<file path="src/rtl/twi_flash_pkg.sv">
package twi_flash_pkg;

    typedef enum logic [3:0] {
        ST_IDLE,
        ST_DEVADDR,
        ST_DEV_ACK,
        ST_ADDR_HI,
        ST_HI_ACK,
        ST_ADDR_LO,
        ST_LO_ACK,
        ST_WR_DATA,
        ST_WR_ACK,
        ST_RD_DATA,
        ST_RD_ACK,
        ST_WAIT_STOP,
        ST_PROGRAM
    } twi_state_e;

    // device-type code expected in the upper nibble of the address byte
    localparam logic [3:0] DEV_TYPE_CODE = 4'b1010;

endpackage

</file>
<file path="src/rtl/twi_line_sync.sv">
module twi_line_sync #(
    parameter int SYNC_STAGES = 2
) (
    input  logic clk,
    input  logic rst_n,
    input  logic scl_in,
    input  logic sda_in,
    output logic scl_s,
    output logic sda_s,
    output logic scl_rise,
    output logic scl_fall,
    output logic start_det,
    output logic stop_det
);
    // stages 0..SYNC_STAGES-1 synchronise, the last one holds the previous value
    logic [SYNC_STAGES:0] scl_pipe;
    logic [SYNC_STAGES:0] sda_pipe;
    logic                 scl_prev;
    logic                 sda_prev;

    always_ff @(posedge clk or negedge rst_n) begin
        if (!rst_n) begin
            scl_pipe <= '1;
            sda_pipe <= '1;
        end else begin
            scl_pipe <= {scl_pipe[SYNC_STAGES-1:0], scl_in};
            sda_pipe <= {sda_pipe[SYNC_STAGES-1:0], sda_in};
        end
    end

    assign scl_s    = scl_pipe[SYNC_STAGES-1];
    assign sda_s    = sda_pipe[SYNC_STAGES-1];
    assign scl_prev = scl_pipe[SYNC_STAGES];
    assign sda_prev = sda_pipe[SYNC_STAGES];

    assign scl_rise  = scl_s & ~scl_prev;
    assign scl_fall  = ~scl_s & scl_prev;
    assign start_det = scl_s & scl_prev & sda_prev & ~sda_s;
    assign stop_det  = scl_s & scl_prev & ~sda_prev & sda_s;

endmodule

</file>
<file path="src/rtl/twi_sector_buf.sv">
module twi_sector_buf #(
    parameter int SECT_W = 5,
    parameter int DATA_W = 8
) (
    input  logic              clk,
    input  logic              rst_n,
    input  logic              clr,
    input  logic              wr_en,
    input  logic [SECT_W-1:0] wr_idx,
    input  logic [DATA_W-1:0] wr_data,
    input  logic [SECT_W-1:0] rd_idx,
    output logic [DATA_W-1:0] rd_data,
    output logic              rd_valid
);
    localparam int SECT_BYTES = 1 << SECT_W;

    logic [DATA_W-1:0]     store [SECT_BYTES];
    logic [SECT_BYTES-1:0] filled;

    always_ff @(posedge clk or negedge rst_n) begin
        if (!rst_n) begin
            filled <= '0;
        end else if (clr) begin
            filled <= '0;
        end else if (wr_en) begin
            filled[wr_idx] <= 1'b1;
        end
    end

    always_ff @(posedge clk) begin
        if (wr_en) begin
            store[wr_idx] <= wr_data;
        end
    end

    assign rd_data  = store[rd_idx];
    assign rd_valid = filled[rd_idx];

endmodule

</file>
<file path="src/rtl/twi_busy_timer.sv">
module twi_busy_timer #(
    parameter int CYCLES = 1500
) (
    input  logic clk,
    input  logic rst_n,
    input  logic start,
    output logic busy
);
    localparam int CW = $clog2(CYCLES + 1);

    logic [CW-1:0] remain;

    always_ff @(posedge clk or negedge rst_n) begin
        if (!rst_n) begin
            remain <= '0;
        end else if (start) begin
            remain <= CW'(CYCLES);
        end else if (remain != '0) begin
            remain <= remain - 1'b1;
        end
    end

    assign busy = (remain != '0);

endmodule

</file>
<file path="src/rtl/twi_flash_slave.sv">
module twi_flash_slave
    import twi_flash_pkg::*;
#(
    parameter int ADDR_W      = 13,
    parameter int SECT_W      = 5,
    parameter int BUSY_CYCLES = 1500,
    parameter int SYNC_STAGES = 2
) (
    input  logic              clk,
    input  logic              rst_n,
    input  logic              scl_in,
    input  logic              sda_in,
    input  logic [2:0]        dev_sel,
    output logic              sda_drive_low,
    output logic [ADDR_W-1:0] mem_addr,
    output logic              mem_rd_en,
    input  logic [7:0]        mem_rdata,
    output logic              mem_wr_en,
    output logic [7:0]        mem_wdata
);
    localparam int HI_W       = ADDR_W - 8;
    localparam int BASE_W     = ADDR_W - SECT_W;
    localparam int SECT_BYTES = 1 << SECT_W;

    // synchronised bus events
    logic scl_s, sda_s, scl_rise, scl_fall, start_det, stop_det;

    twi_line_sync #(.SYNC_STAGES(SYNC_STAGES)) u_sync (
        .clk       (clk),
        .rst_n     (rst_n),
        .scl_in    (scl_in),
        .sda_in    (sda_in),
        .scl_s     (scl_s),
        .sda_s     (sda_s),
        .scl_rise  (scl_rise),
        .scl_fall  (scl_fall),
        .start_det (start_det),
        .stop_det  (stop_det)
    );

    twi_state_e st, st_nx;

    logic [7:0]        shreg;
    logic [3:0]        bit_cnt;
    logic              rw_q;
    logic              mst_ack;
    logic [7:0]        tx_sh;
    logic              rd_pend;
    logic [HI_W-1:0]   hi_q;
    logic [ADDR_W-1:0] addr_cnt;
    logic [BASE_W-1:0] sect_base;
    logic              have_data;
    logic [SECT_W:0]   prog_idx;

    logic              byte_end;
    logic              addr_ok;
    logic              prog_done;
    logic [ADDR_W-1:0] new_addr;
    logic              busy_q;

    logic              buf_wr, buf_clr, buf_valid;
    logic [7:0]        buf_rd;

    assign byte_end  = scl_fall && (bit_cnt == 4'd8);
    assign addr_ok   = (shreg[7:4] == DEV_TYPE_CODE) && (shreg[3:1] == dev_sel) && !busy_q;
    assign prog_done = (prog_idx == (SECT_W+1)'(SECT_BYTES));
    assign new_addr  = {hi_q, shreg};
    assign buf_wr    = (st == ST_WR_DATA) && byte_end;
    assign buf_clr   = (st == ST_ADDR_LO) && byte_end;

    twi_sector_buf #(.SECT_W(SECT_W), .DATA_W(8)) u_buf (
        .clk      (clk),
        .rst_n    (rst_n),
        .clr      (buf_clr),
        .wr_en    (buf_wr),
        .wr_idx   (addr_cnt[SECT_W-1:0]),
        .wr_data  (shreg),
        .rd_idx   (prog_idx[SECT_W-1:0]),
        .rd_data  (buf_rd),
        .rd_valid (buf_valid)
    );

    twi_busy_timer #(.CYCLES(BUSY_CYCLES)) u_busy (
        .clk   (clk),
        .rst_n (rst_n),
        .start ((st == ST_PROGRAM) && prog_done),
        .busy  (busy_q)
    );

    // state register
    always_ff @(posedge clk or negedge rst_n) begin
        if (!rst_n) begin
            st <= ST_IDLE;
        end else begin
            st <= st_nx;
        end
    end

    // next-state logic
    always_comb begin
        st_nx = st;
        if (st == ST_PROGRAM) begin
            if (prog_done) begin
                st_nx = ST_IDLE;
            end
        end else if (stop_det) begin
            st_nx = have_data ? ST_PROGRAM : ST_IDLE;
        end else if (start_det) begin
            st_nx = ST_DEVADDR;
        end else begin
            unique case (st)
                ST_IDLE, ST_WAIT_STOP, ST_PROGRAM: st_nx = st;
                ST_DEVADDR: if (byte_end) st_nx = addr_ok ? ST_DEV_ACK : ST_WAIT_STOP;
                ST_DEV_ACK: if (scl_fall) st_nx = rw_q ? ST_RD_DATA : ST_ADDR_HI;
                ST_ADDR_HI: if (byte_end) st_nx = ST_HI_ACK;
                ST_HI_ACK:  if (scl_fall) st_nx = ST_ADDR_LO;
                ST_ADDR_LO: if (byte_end) st_nx = ST_LO_ACK;
                ST_LO_ACK:  if (scl_fall) st_nx = ST_WR_DATA;
                ST_WR_DATA: if (byte_end) st_nx = ST_WR_ACK;
                ST_WR_ACK:  if (scl_fall) st_nx = ST_WR_DATA;
                ST_RD_DATA: if (byte_end) st_nx = ST_RD_ACK;
                ST_RD_ACK:  if (scl_fall) st_nx = mst_ack ? ST_RD_DATA : ST_WAIT_STOP;
                default:    st_nx = ST_IDLE;
            endcase
        end
    end

    // datapath and outputs
    always_ff @(posedge clk or negedge rst_n) begin
        if (!rst_n) begin
            sda_drive_low <= 1'b0;
            mem_addr      <= '0;
            mem_rd_en     <= 1'b0;
            mem_wr_en     <= 1'b0;
            mem_wdata     <= '0;
            shreg         <= '0;
            bit_cnt       <= '0;
            rw_q          <= 1'b0;
            mst_ack       <= 1'b0;
            tx_sh         <= '1;
            rd_pend       <= 1'b0;
            hi_q          <= '0;
            addr_cnt      <= '0;
            sect_base     <= '0;
            have_data     <= 1'b0;
            prog_idx      <= '0;
        end else begin
            mem_rd_en <= 1'b0;
            mem_wr_en <= 1'b0;
            rd_pend   <= mem_rd_en;
            if (rd_pend) begin
                tx_sh <= mem_rdata;
            end

            if (st == ST_PROGRAM) begin
                if (!prog_done) begin
                    prog_idx <= prog_idx + 1'b1;
                    if (buf_valid) begin
                        mem_wr_en <= 1'b1;
                        mem_addr  <= {sect_base, prog_idx[SECT_W-1:0]};
                        mem_wdata <= buf_rd;
                    end
                end else begin
                    have_data <= 1'b0;
                end
            end else if (stop_det) begin
                sda_drive_low <= 1'b0;
                bit_cnt       <= '0;
                prog_idx      <= '0;
            end else if (start_det) begin
                sda_drive_low <= 1'b0;
                bit_cnt       <= '0;
                have_data     <= 1'b0;
            end else begin
                unique case (st)
                    ST_DEVADDR, ST_ADDR_HI, ST_ADDR_LO, ST_WR_DATA: begin
                        if (scl_rise) begin
                            shreg   <= {shreg[6:0], sda_s};
                            bit_cnt <= bit_cnt + 1'b1;
                        end else if (byte_end) begin
                            bit_cnt <= '0;
                            if (st == ST_DEVADDR) begin
                                if (addr_ok) begin
                                    sda_drive_low <= 1'b1;
                                    rw_q          <= shreg[0];
                                    if (shreg[0]) begin
                                        mem_rd_en <= 1'b1;
                                        mem_addr  <= addr_cnt;
                                        addr_cnt  <= addr_cnt + 1'b1;
                                    end
                                end
                            end else if (st == ST_ADDR_HI) begin
                                sda_drive_low <= 1'b1;
                                hi_q          <= shreg[HI_W-1:0];
                            end else if (st == ST_ADDR_LO) begin
                                sda_drive_low <= 1'b1;
                                addr_cnt      <= new_addr;
                                sect_base     <= new_addr[ADDR_W-1:SECT_W];
                            end else begin
                                sda_drive_low <= 1'b1;
                                have_data     <= 1'b1;
                                addr_cnt      <= {addr_cnt[ADDR_W-1:SECT_W],
                                                  addr_cnt[SECT_W-1:0] + 1'b1};
                            end
                        end
                    end
                    ST_DEV_ACK, ST_HI_ACK, ST_LO_ACK, ST_WR_ACK: begin
                        if (scl_fall) begin
                            bit_cnt       <= '0;
                            sda_drive_low <= (st == ST_DEV_ACK) && rw_q && !tx_sh[7];
                        end
                    end
                    ST_RD_DATA: begin
                        if (scl_rise) begin
                            bit_cnt <= bit_cnt + 1'b1;
                        end else if (byte_end) begin
                            bit_cnt       <= '0;
                            sda_drive_low <= 1'b0;
                        end else if (scl_fall) begin
                            sda_drive_low <= !tx_sh[6];
                            tx_sh         <= {tx_sh[6:0], 1'b1};
                        end
                    end
                    ST_RD_ACK: begin
                        if (scl_rise) begin
                            mst_ack <= !sda_s;
                            if (!sda_s) begin
                                mem_rd_en <= 1'b1;
                                mem_addr  <= addr_cnt;
                                addr_cnt  <= addr_cnt + 1'b1;
                            end
                        end else if (scl_fall) begin
                            bit_cnt       <= '0;
                            sda_drive_low <= mst_ack && !tx_sh[7];
                        end
                    end
                    ST_IDLE, ST_WAIT_STOP, ST_PROGRAM: begin
                        sda_drive_low <= 1'b0;
                    end
                    default: sda_drive_low <= 1'b0;
                endcase
            end
        end
    end

endmodule

</file>
<file path="config.mk">
export PLATFORM = sky130hd
export DESIGN_NAME = twi_flash_slave
export DESIGN_NICKNAME = d
export VERILOG_FILES = /design/src/rtl/twi_flash_pkg.sv /design/src/rtl/twi_line_sync.sv /design/src/rtl/twi_sector_buf.sv /design/src/rtl/twi_busy_timer.sv /design/src/rtl/twi_flash_slave.sv
export SDC_FILE = /design/constraint.sdc
export NUM_CORES = 1
export LEC_CHECK = 0
export BUFFER_PORTS_ARGS = -buffer_cell sky130_fd_sc_hd__buf_2
export CAP_MARGIN = 20
export CORE_MARGIN = 3
export CORE_UTILIZATION = 55
export CTS_BUF_LIST = sky130_fd_sc_hd__clkbuf_4
export DETAILED_ROUTE_END_ITERATION = 10
export GPL_TIMING_DRIVEN = 0
export PLACE_DENSITY_LB_ADDON = 0.25
export SYNTH_ARGS = -nofsm -noshare
export SYNTH_HDL_FRONTEND = slang
export SYNTH_HIERARCHICAL = 1
export SYNTH_SLANG_ARGS = --single-unit
</file>
<file path="constraint.sdc">
create_clock -name clk -period 3.3 [get_ports clk]
set_clock_uncertainty 0.2 [all_clocks]
set_input_delay 0 -clock clk [delete_from_list [all_inputs] [get_ports clk]]
set_output_delay 0 -clock clk [all_outputs]
set_load 0.05 [all_outputs]
</file>
# After elaboration in Yosys (flattened, before gate mapping)
# Memory sizes are Yosys's and may differ from the RTL's. A register that Yosys moved wholly into a read port is not among the register bits.
# Cells that the tools add are included.
[op_classes]
add_sub_neg = 5
n_lt_le_gt_ge = 3
eq_ne = 59
muxes = 106
n_bitwise = 19
reduce_logical = 44
[ops]
columns = ["op", "n"]
rows = [
  ["$mux W13", 21],
  ["$mux W4", 22],
  ["$mux W32", 2],
  ["$mux W8", 8],
  ["$pmux W13 S2", 2],
  ["$ne A5 B5 Y1 const B", 8],
  ["$pmux W4 S10", 1],
  ["$mux W1", 39],
  ["$ne A3 B3 Y1 const B", 13],
  ["$or A32 B32 Y32", 1],
  ["$eq A4 B4 Y1 const B", 7],
  ["$ne A4 B4 Y1 const B", 7],
  ["$reduce_and A12 Y1", 2],
  ["$reduce_and A8 Y1", 3],
  ["$mux W11", 2],
  ["$reduce_and A11 Y1", 2],
  ["$mux W6", 3],
  ["$reduce_and A9 Y1", 2],
  ["$eq A4 B3 Y1 const B", 4],
  ["$ne A2 B2 Y1 const B", 7],
  ["$add A13 B1 Y13 const B", 1],
  ["$lt A5 B6 Y1 const B", 2],
  ["$pmux W4 S3", 1],
  ["$not A1 Y1", 11],
  ["other kinds (35)", 65],
]
[totals]
regBits = 125
ramBits = 256
input_bits = 15
output_inout_bits = 24
elab_cells = 258
n_memories = 1
[mem_list]
columns = ["memory", "depth", "word_bits", "rd", "rd_ports_with_merged_regs", "wr", "line_no", "rtl"]
rows = [
  ["u_buf.store", 32, 8, 1, 1, 1, "twi_sector_buf.sv:17", "logic [DATA_W-1:0] store [SECT_BYTES];"],
]

# Depth between registers and ports, before layout
[depth]
ltp_word = 11
mapped_depth = 11
depth_no_buf = 10

# Hierarchy
# Netlist, hierarchy kept.
[by_module_without_submodules]
columns = ["module", "instances", "cells_per_inst", "area_each_um2", "seq_area_each_um2"]
rows = [
  ["twi_sector_buf", 1, 542, 11358.4, 8488.1],
  ["twi_flash_slave", 1, 464, 4739.5, 2112.0],
  ["twi_busy_timer", 1, 61, 620.6, 275.3],
  ["twi_line_sync", 1, 10, 190.2, 157.7],
]

# Worst setup path after synthesis
# Ideal clock, no wire load.
[synth_path]
path_kind = "reg-to-reg"
from = "reg prog_idx[2]"
to = "reg mem_addr[0]"
setup_time_ps = 125
arrival_ps = 3099
required_ps = 2975
slack_ps = -124
stages_incl_launch_ff = 10
path_buffers = 3
synth_period_minus_slack_ps = 3424
cell_sequence = "dfrtp_1 clkbuf_1 buf_1 mux4_2 mux4_2 mux2_2 nand2_1 a22o_1 buf_6 mux2_4"
[synth_between]
elab_chain_len = 4
elab_cells_between_ends = 6
classes_between = "eq/ne (3); mux (2); reduce/logical (1)"
[synth_lines]
columns = ["item", "line_no", "rtl"]
rows = [
  ["start: declaration", "twi_flash_slave.sv:53", "logic [SECT_W:0] prog_idx;"],
  ["start signal: assignment", "twi_flash_slave.sv:157", "prog_idx <= prog_idx + 1'b1;"],
  ["$bmux W1 S5", "twi_sector_buf.sv:37", "assign rd_valid = filled[rd_idx];"],
  ["$mux W1 (not written as such)", "twi_sector_buf.sv:37", ""],
  ["named net buf_valid", "twi_flash_slave.sv:61", "logic buf_wr, buf_clr, buf_valid;"],
  ["$ne A2 B2 Y1 (no source line)", "n/a", ""],
  ["$reduce_and A12 Y1 (no source line)", "n/a", ""],
  ["end signal: assignment", "twi_flash_slave.sv:160", "mem_addr <= {sect_base, prog_idx[SECT_W-1:0]};"],
  ["end signal: assignment", "twi_flash_slave.sv:188", "mem_addr <= addr_cnt;"],
  ["end signal: assignment", "twi_flash_slave.sv:229", "mem_addr <= addr_cnt;"],
  ["end: declaration", "twi_flash_slave.sv:15", "output logic [ADDR_W-1:0] mem_addr,"],
]
# The timed path passes the listed nets, and every way through them passes these cells. The select of a mux whose other input is x is not followed.
# A chain may end at the register's enable or synchronous reset.

# Worst setup path in the final report
[layout_path]
from = "reg prog_idx[0]"
to = "reg mem_addr[0]"
# Same word-level chain as after synthesis.

==> run summary <==
The count of input and output buffers came out at 38. The tree built by TritonCTS fans out to 389 sinks. In this design, the largest share of critical-path delay is due to multiplexers. The power per cell area is 721 nW/um^2.

The run finished with clean final reports. In this run the biggest area consumer among cell types represents 45.5% of the synthesized area. The number of maximum-capacitance violations is 0.

The total power draw came out at 14.3 mW. The clock insertion delay at the later pin of the skew report came out at 0.74 ns. In the final layout, the share of cells above drive strength 1 is 35.2%.

TritonCTS built the clock tree. The floorplan step defined a die boundary enclosing 32,900 sq um. STA classifies the critical path endpoint as a flip-flop. Once the floorplan was initialized, standard cells occupied 56.4% of the core. The total DRC errors in the routed layout is 0. The transition time at the pin with the least slew margin came out at 0.842 ns. The H-tree level count came out at 3. The initial antenna violation count came out at 1. The detailed-route vias per instance came out at 6.12. The global router's overall resource usage is 24.3%. The worst register-to-register path ends at mem_addr[0]$_DFFE_PN0P_.

For this run, the leading register cell type out of synthesis is edfxtp_1. The buffer levels on the longest clock path is 3. In this run, synthesis produced a sequential element count of 389. The maximum number of pins on one net before global-route repair came out at 78.

The total overflow left after global routing is 0. Compared with the post-synthesis result, the final layout area differs by 17.4%. The congestion estimate from routability-driven global placement came to 0.919.

Walking the worst path, the cells encountered are buf_12 > buf_12 > mux4_2 > mux4_2 > mux2_2 > nand2_8 > a22o_4 > buf_8 > mux2_4. The synthesized instance count came out at 1,077. Across the VDD grid, the largest voltage drop is 0.000440 V. The count of pins on the block boundary is 39. The number of enable-type register cells in the synthesized netlist is 256.

The synthesized design spends more area on one cell type than any other, namely edfxtp_1. The clock transition time at the flip-flop clock pins of the worst setup and hold paths is 0.06 ns. The leakage power of the design is 7.36 nW. The final count of pins violating max slew is 0.

The data required time of the critical path came out at 3.69 ns. The worst hold path begins at u_sync/scl_pipe[0]$_DFF_PN1_. The achievable frequency is 308 MHz. The number of global-route vias before repair came out at 10.7k.

The CTS root buffer is clkbuf_4. The total core area is 30,000 sq um. The post-detailed-route wirelength per cell came out at 22.7 um. The share of async-settable or async-resettable flops after synthesis is 34.2%. The worst stage delay on the critical path came out at 0.56 ns. The synthesized area per cell came out at 15.7 sq um. Setup repair after global routing left no endpoint under its margin. The count of vias placed by the detailed router came out at 10.5k. The post-synth net total is 1,098. The worst setup path is launched from a flip-flop. In this run, CTS created clock tree buffers numbering 97. The number of warning messages in the yosys log is 6. The number of nets in the final layout came out at 1,275. The reg-to-reg setup timing slack is 0.05 ns. The worst reg2reg path depth is 9.

The unique cell type count in the Yosys netlist came out at 86. The time the worst path needs with I/O delays and setup is 3.25 ns. The HPWL after detailed placement is 25.6 mm. The instance count along the most critical hold path came out at 0. Among all cell types in the netlist, the one instantiated most often is edfxtp_1.

In this run the worst hold path is classified as flip-flop to flip-flop. Counting instances in the post-synthesis netlist gives the leading cell types as edfxtp_1, dfrtp_1, nor2_1, mux4_2, nand2_1. Of all nets on the critical path, the largest fanout is 10. Setup violations remaining at the end of the flow were counted as 0. The hold violation count in the final report is 0. The wire length after detailed routing came out at 39.0 mm.

The mapped netlist covers 16,900 sq um. After the first detailed-routing iteration, the DRC count stood at 960. The critical path contains buffers and inverters numbering 3 combined. The post-layout utilization of the core came out at 66.2%.

In the post-synthesis netlist, the biggest area contributors are edfxtp_1, dfrtp_1, mux4_2, mux2_2, dfstp_2. The wire length of the first global-routing pass came out at 61.7 mm. The floorplan step set the die height to 181 um. Of the available clock period, the critical path in the final layout requires 98.5%. The number of rows in the core area is 63. The data arrival time of the critical path is 3.64 ns. Of the synthesized area, sequential elements account for 65.3%. By startpoint and endpoint, the worst setup path is classified as flip-flop to flip-flop. On the critical path, the stage with the largest delay is an instance of mux4_2.

The sink of the worst hold path is u_sync/scl_pipe[1]$_DFF_PN1_. The number of nets with antenna violations after detailed routing came out at 0. The worst pin sits at a relative slew slack of 43.9%. The final-layout fill cell count is 2,152. The first TritonRoute pass finished after 5 iterations. The launch instance of the worst register-to-register path is prog_idx[0]$_DFFE_PN0P_.

The die extent in x is 181 um. The critical path starts at prog_idx[0]$_DFFE_PN0P_.
## layer usage
| metal | global-route usage [%] | routed length, um |
|---|---|---|
| met5 | 0 | 0 |
| met4 | 9.90 | 1120 |
| met3 | 4.21 | 2590 |
| met2 | 39.5 | 19600 |
| met1 | 33.0 | 15600 |
## flip-flops by register name (all words and copies together), names as in the netlist
register and flops:
mem_wr_en 1, rd_pend 1, tx_sh 8, u_sync/sda_pipe 3, rw_q 1, bit_cnt 4
prog_idx 6, u_busy/remain 11, shreg 8, u_buf/store 256, mem_wdata 8, u_buf/filled 32
st 4, mem_addr 13, have_data 1, u_sync/scl_pipe 3, addr_cnt 13, sect_base 8
hi_q 5, mem_rd_en 1, mst_ack 1, sda_drive_low 1
## worst register-to-register path: stages (launching register included)
cell,delay [ns]
dfrtp_2,0.38
buf_12,0.17
buf_12,0.19
mux4_2,0.56
mux4_2,0.48
mux2_2,0.34
nand2_8,0.15
a22o_4,0.20
buf_8,0.17
mux2_4,0.31
## stage by stage
stage / TNS (ns) / worst slack (ns) / std cells / hold WS [ns] / instance area (sq um)
after floorplan: 0 / 0.0142 / 1077 / -0.496 / 16900
after CTS: 0 / 0.00625 / 1714 / 0.157 / 19700
after global routing: 0 / 0.0102 / 1718 / 0.159 / 19800
final: 0 / 0.0494 / 1718 / 0.155 / 19800
after global placement: -200.35 / -0.975 / 1505 / -0.0941 / 17600
after detailed placement: -186.80 / -0.983 / 1512 / -0.199 / 17800
## what timing repair did
item / in CTS / in global routing
endpoints found under the hold margin: 148 / 0
pin swaps: 2 / 0
setup endpoints to repair: 288 / 126
buffers inserted: 7 / 1
gates resized for setup: 89 / 19
hold buffers: 26 / 0
## cell usage in the layout (no fill, tap or decap), types with 5 or more instances in the layout
cell,count
edfxtp_1,256
clkbuf_4,161
dfrtp_1,117
mux4_2,90
nand2_1,66
nor2_1,63
a21oi_1,54
buf_2,46
mux2_2,35
o21ai_0,26
nor2_4,26
dlygate4sd3_1,25
clkbuf_1,21
inv_1,20
mux2_4,15
dfstp_2,14
mux2i_1,11
buf_4,11
nor2b_1,10
nand3_1,10
o31ai_1,10
buf_16,10
nand3b_1,9
nand4_1,9
clkinv_1,9
a31oi_1,8
o21ai_1,8
nor3_1,7
nor2_2,7
ha_1,6
buf_12,6
buf_1,5
nor4_1,5
xnor2_1,5
nor3b_1,5
or3_1,5
and3b_1,5
## kinds of logic (layout without fill, tap and decap cells)
kind of cell / count (synthesis) / count (layout) / share of synthesized area (%)
xor+xnor: 8 / 8 / 0.414
mux: 155 / 155 / 16.6
flops: 389 / 389 / 65.3
buf+inv: 78 / 328 / 2.09
other cells: 0 / 1 / 0
fa+ha+maj: 6 / 6 / 0.444
simple gates: 276 / 276 / 8.69
compound gates: 165 / 165 / 6.54
## where the power goes
group / switching, mW / total, mW / leakage (nW) / internal (mW)
sequential: 0.422 / 6.24 / 4.06 / 5.82
clock: 1.87 / 4.01 / 0.750 / 2.14
combinational: 2.28 / 4.06 / 2.55 / 1.78
## how the worst max path moves through the flow
stage / end / slack, ns / cells past startpoint
floorplan: mem_addr[0]$_DFFE_PN0P_ / 0.01 / 9
global placement: u_buf/store[24][3]$_DFFE_PP_ / -0.98 / 7
detailed placement: mem_addr[5]$_DFFE_PN0P_ / -0.98 / 9
CTS: mem_addr[0]$_DFFE_PN0P_ / 0.006 / 8
global route: mem_addr[0]$_DFFE_PN0P_ / 0.01 / 9
finish: mem_addr[0]$_DFFE_PN0P_ / 0.05 / 9
## layout make-up
type / count / area (sq um) / area share [%]
timing repair buffer: 81 / 795 / 4.00
clock buffer: 156 / 1170 / 5.90
tap: 390 / 488 / 2.46
buffer: 55 / 377 / 1.90
antenna: 1 / 2.50 / 0.0126
clock inverter: 16 / 87.6 / 0.441
multi-input combinational: 610 / 5810 / 29.3
inverter: 20 / 75.1 / 0.378
sequential: 389 / 11000 / 55.6
Note: power is estimated with default switching activity, not from simulation.
